[src/rtl/burst_addr_gen.sv]
module burst_addr_gen #(
  parameter int AW = 20
) (
  input  logic          clk,
  input  logic          rst_n,
  input  logic [AW-1:0] ext_addr,
  input  logic          ce_n,
  input  logic          lds_p_n,
  input  logic          lds_c_n,
  input  logic          adv_n,
  input  logic          order_sel,
  output logic [AW-1:0] addr,
  output logic          valid
);
  localparam int UW = AW - 2;

  logic [UW-1:0] upper_q;
  logic [1:0]    start_q, beat_q;
  logic          ord_q, valid_q;
  logic [1:0]    low;

  wire load_p = !lds_p_n && !ce_n;
  wire hold_p = !lds_p_n && ce_n;
  wire load_c = lds_p_n && !lds_c_n && !ce_n;
  wire desel  = lds_p_n && !lds_c_n && ce_n;
  wire step   = lds_p_n && lds_c_n && !adv_n && valid_q;

  assign low   = ord_q ? (start_q ^ beat_q) : (start_q + beat_q);
  assign addr  = {upper_q, low};
  assign valid = valid_q;

  always_ff @(posedge clk) begin
    if (!rst_n) begin
      upper_q <= '0;
      start_q <= '0;
      beat_q  <= '0;
      ord_q   <= 1'b0;
      valid_q <= 1'b0;
    end else if (load_p || load_c) begin
      upper_q <= ext_addr[AW-1:2];
      start_q <= ext_addr[1:0];
      beat_q  <= '0;
      ord_q   <= order_sel;
      valid_q <= 1'b1;
    end else if (desel) begin
      valid_q <= 1'b0;
    end else if (step) begin
      beat_q  <= beat_q + 2'd1;
    end
  end

  AST_LOAD_PROC: assert property (@(posedge clk) disable iff (!rst_n)
    (!lds_p_n && !ce_n) |=> (addr == $past(ext_addr) && valid));
  AST_LOAD_CTRL: assert property (@(posedge clk) disable iff (!rst_n)
    (lds_p_n && !lds_c_n && !ce_n) |=> (addr == $past(ext_addr) && valid));
  AST_PROC_PRIO: assert property (@(posedge clk) disable iff (!rst_n)
    (!lds_p_n && ce_n) |=> ($stable(addr) && $stable(valid)));
  AST_DESELECT: assert property (@(posedge clk) disable iff (!rst_n)
    (lds_p_n && !lds_c_n && ce_n) |=> (!valid && $stable(addr)));
  AST_SUSPEND: assert property (@(posedge clk) disable iff (!rst_n)
    (lds_p_n && lds_c_n && adv_n) |=> ($stable(addr) && $stable(valid)));
  AST_IDLE_ADV: assert property (@(posedge clk) disable iff (!rst_n)
    (lds_p_n && lds_c_n && !valid) |=> (!valid && $stable(addr)));
  AST_UPPER_FIXED: assert property (@(posedge clk) disable iff (!rst_n)
    (lds_p_n && lds_c_n) |=> (addr[AW-1:2] == $past(addr[AW-1:2])));
  AST_HOLD_NOLOAD: assert property (@(posedge clk) disable iff (!rst_n)
    hold_p |=> $stable(upper_q));
endmodule

[config.mk]
export PLATFORM = sky130hd
export DESIGN_NAME = burst_addr_gen
export DESIGN_NICKNAME = d
export VERILOG_FILES = /design/src/rtl/burst_addr_gen.sv
export SDC_FILE = /design/constraint.sdc
export NUM_CORES = 1
export LEC_CHECK = 0
export BUFFER_PORTS_ARGS = -buffer_cell sky130_fd_sc_hd__buf_2
export CAP_MARGIN = 0
export CORE_MARGIN = 1.5
export CORE_UTILIZATION = 39
export DETAILED_ROUTE_END_ITERATION = 7
export GPL_ROUTABILITY_DRIVEN = 1
export PLACE_DENSITY = 0.76
export SYNTH_ARGS = -nofsm -noshare
export SYNTH_HDL_FRONTEND = slang
export SYNTH_SLANG_ARGS = --single-unit
[constraint.sdc]
create_clock -name clk -period 0.9 [get_ports clk]
set_input_delay 0.135 -clock clk [delete_from_list [all_inputs] [get_ports clk]]
set_output_delay 0.135 -clock clk [all_outputs]
set_load 0.05 [all_outputs]
# Yosys cells after proc, flatten, opt, wreduce, memory -nomap -nowiden
# Index checks and enable logic that the tools add are counted.
# totals
regBits	24
inputBits	27
output_inout_bits	21
word_cells	28
# classes
add_sub_neg	2
muxes	3
bitwise_logic	3
reduce_logical	15
# op_table
op	count
$logic_and A1 B1 Y1	7
$logic_not A1 Y1	4
$add A2 B1 Y2 const B	1
$add A2 B2 Y2	1
$mux W1	2
$mux W2	1
$not A1 Y1	2
$reduce_and A2 Y1	1
$reduce_bool A2 Y1	1
$reduce_or A2 Y1	1
$xor A2 B2 Y2	1
$logic_or A1 B1 Y1	1

# Longest topological paths before layout
# depth
word_depth	5
mapped_depth	4
depth_no_buf	3

# Least setup slack after synthesis
# OpenSTA, ideal clock, no wires.
# synth_path
kind	reg2out
start	register beat_q[0]
end	output port addr[1]
arrival_ns	1.420
required_ns	0.765
slack_ns	-0.655
path_stages_with_launch	4
path_buffers	0
path_cell_list	dfxtp_1 ha_1 nor2b_1 xnor2_1
# synth_between
elab_chain_cells	2
# synth_lines
item	line_no	text
start, declared	18	logic [1:0] start_q, beat_q;
start signal, assigned	48	beat_q <= beat_q + 2'd1;
$add A2 B2 Y2	28	assign low = ord_q ? (start_q ^ beat_q) : (start_q + beat_q);
$mux W2	28	
end, declared	12	output logic [AW-1:0] addr,
# No other way between the ends.

# Worst setup path after layout
# layout_path
start	register start_q[0]
end	output port addr[1]
# layout_between
elab_chain_cells	2
# layout_lines
item	line_no	text
start, declared	18	
start signal, assigned	41	start_q <= ext_addr[1:0];
$add A2 B2 Y2	28	
$mux W2	28	
# No other way between the ends.

==> run summary <==
status - finished with violations
failing checks - setup timing
fillcell total - 186
crit path launch type - flop
endpoints failing setup - 23
core area - 2250 um^2
syn_nets - 138
PortBufs - 47
Register-to-Register Setup Slack - -230 ps
Nets - 193
Max Cap Viol - 0
HP Start - ext_addr[3]
Setup Total Neg Slack - -2190 ps
via count - 910
placed insts - 185
Slew @ Worst Pin - 352 ps
Placement Cell Area - 1310 um^2
end-of-flow core utilization - 69.6%
Initial Util - 42.3%
clock buffer depth - 2
FMAX - 704 MHz
initial antenna violation count - 0
initial detailed-routing violation count - 2
total congestion overflow - 0
worst reg2reg path depth - 5
#FFs+latches synth - 24
via count of the first global-routing pass - 885
DR vias/cell - 4.74
post-route insts no fill - 192
Sequential Area - 509 um^2
post-detail-place hpwl - 1530 um
worst r2r src - beat_q[0]
final max-slew violation count - 0
DIE WIDTH - 52.5 um
CTS tree - built
post-route minimum period - 1420 ps
CTS Buf Count - 3
Syn Area/Cell - 8.68 um^2
IO Pins - 48
Root Driver - clkbuf_4
WL final - 2300 um
Clk Latency, worst-skew pair - 300 ps
HP Class - in2reg
Tcrit/Tclk final - 158%
leakage power - 0.691 nW
WHS Path Cells - 3
RD Place Congestion - 0.721
most frequent cells in the layout - nand2_1 (44), buf_2 (26), dfxtp_2 (20)
H-tree Lvls - 1
DRC violations left - 0
post-route ant nets - 0
Max-slew headroom - 76.6%
Crit. End Element - output port
Final Power - 2.31 mW
die outline area - 2750 um^2
crit path DAT - 1290 ps
Post-Syn Area - 955 um^2
Layout area overhead - 64.4%
DR pass1 iterations - 4
reg2reg end - beat_q[1]
peak supply drop - 1070 uV
ANT cells - 0
global-route wire length before repair - 3670 um
Synth cell types - 21
final hold viol count - 0
CP Max Fanout - 2
chip height - 52.5 um
clk sink count - 24
largest net degree at the start of global routing - 25
Crit Path Class - reg2out
pwr/cell area - 1470 nW/um^2
Required @ worst endpoint - 760 ps
share of cells above drive strength 1 - 54.3%
Setup Skew - 0.645 ps
Std-Cell Rows - 17
RSZ-0062 raised after global routing - yes
hold_buf cts - 0
Primary FF master, synth - dfxtp_1
Design Area, Final - 1570 um^2
DR WL/cell - 12.0 um
Worst Hold End - upper_q[1]
clk slew on worst S/H paths - 130 ps
Synthesis Warnings - 0
Seq/Total Area, Yosys - 50.3%
most common cell after layout, fill and taps aside - nand2_1
Post-Syn Instances - 110
multi-input combinational cell area - 485 um^2
Post-synth EDFFs - 0
GRT Total Usage - 18.0%
FFs w/ async S/R, synth - 0%
Setup WS post-layout - -521 ps
final cells by class:
class | instances | area share (%)
clock buffer | 4 | 2.31
sequential | 24 | 32.5
timing repair buffer | 56 | 31.8
inverter | 1 | 0.239
multi-input combinational | 79 | 30.9
tap | 28 | 2.23
Yosys cell counts, drive strengths merged (2+ instances only):
cell type | number | area, um^2
xnor2 | 2 | 17.5
buf | 4 | 25.0
clkbuf | 2 | 7.51
a21oi | 2 | 13.8
a21boi | 21 | 158
dfxtp | 24 | 480
nand2 | 44 | 165
how the worst max path moves through the flow:
stage	startpoint	to	depth (start not counted)
after CTS	start_q[0]	addr[1]	4
after floorplan	beat_q[0]	addr[1]	3
after global routing	start_q[0]	addr[1]	4
final	start_q[0]	addr[1]	4
after detailed placement	start_q[0]	addr[1]	4
after global placement	start_q[0]	addr[1]	4
through the flow:
| step | hold slack [ps] | worst slack (ps) |
|---|---|---|
| global placement | 378 | -279 |
| floorplan | 270 | -189 |
| global route | 30.7 | -593 |
| finish | 43.4 | -521 |
| detailed placement | 385 | -317 |
| CTS | 37.5 | -535 |
power by group:
group          internal [mW]  switching (mW)  leakage [nW]
Clock                  0.247           0.305        0.0210
Combinational          0.256           0.329         0.465
Sequential              1.13          0.0465         0.205
flip-flops by register name, summed over array words and instances, names as in the netlist:
name / flops
upper_q: 18
beat_q: 2
valid: 1
start_q: 2
ord_q: 1
repair_timing:
action                                  CTS  global route
endpoints found under the setup margin   23            23
gates resized for setup                  49            10
pin swaps                                 3             1
buffers inserted                          1             2
kinds of logic after synthesis:
kind of cell	synth area share (%)
buf+inv	3.80
compound gates	21.4
fa+ha+maj	1.31
xor+xnor	1.84
simple gates	21.4
flops	50.3
layer usage:
layer	vias to the layer above	GRT usage (%)	part of all wire (%)
li1	464	-	-
met1	422	21.1	40
met2	22	32.7	55
met3	2	2.57	4.0
met4	0	6.84	0.83
met5	-	0	0
worst max-delay path: stages (launching register included):
cell	delay, ps
dfxtp_2	380
ha_4	130
nor2b_4	180
xnor2_4	130
buf_6	170
Power figures use the tool's default switching activity.
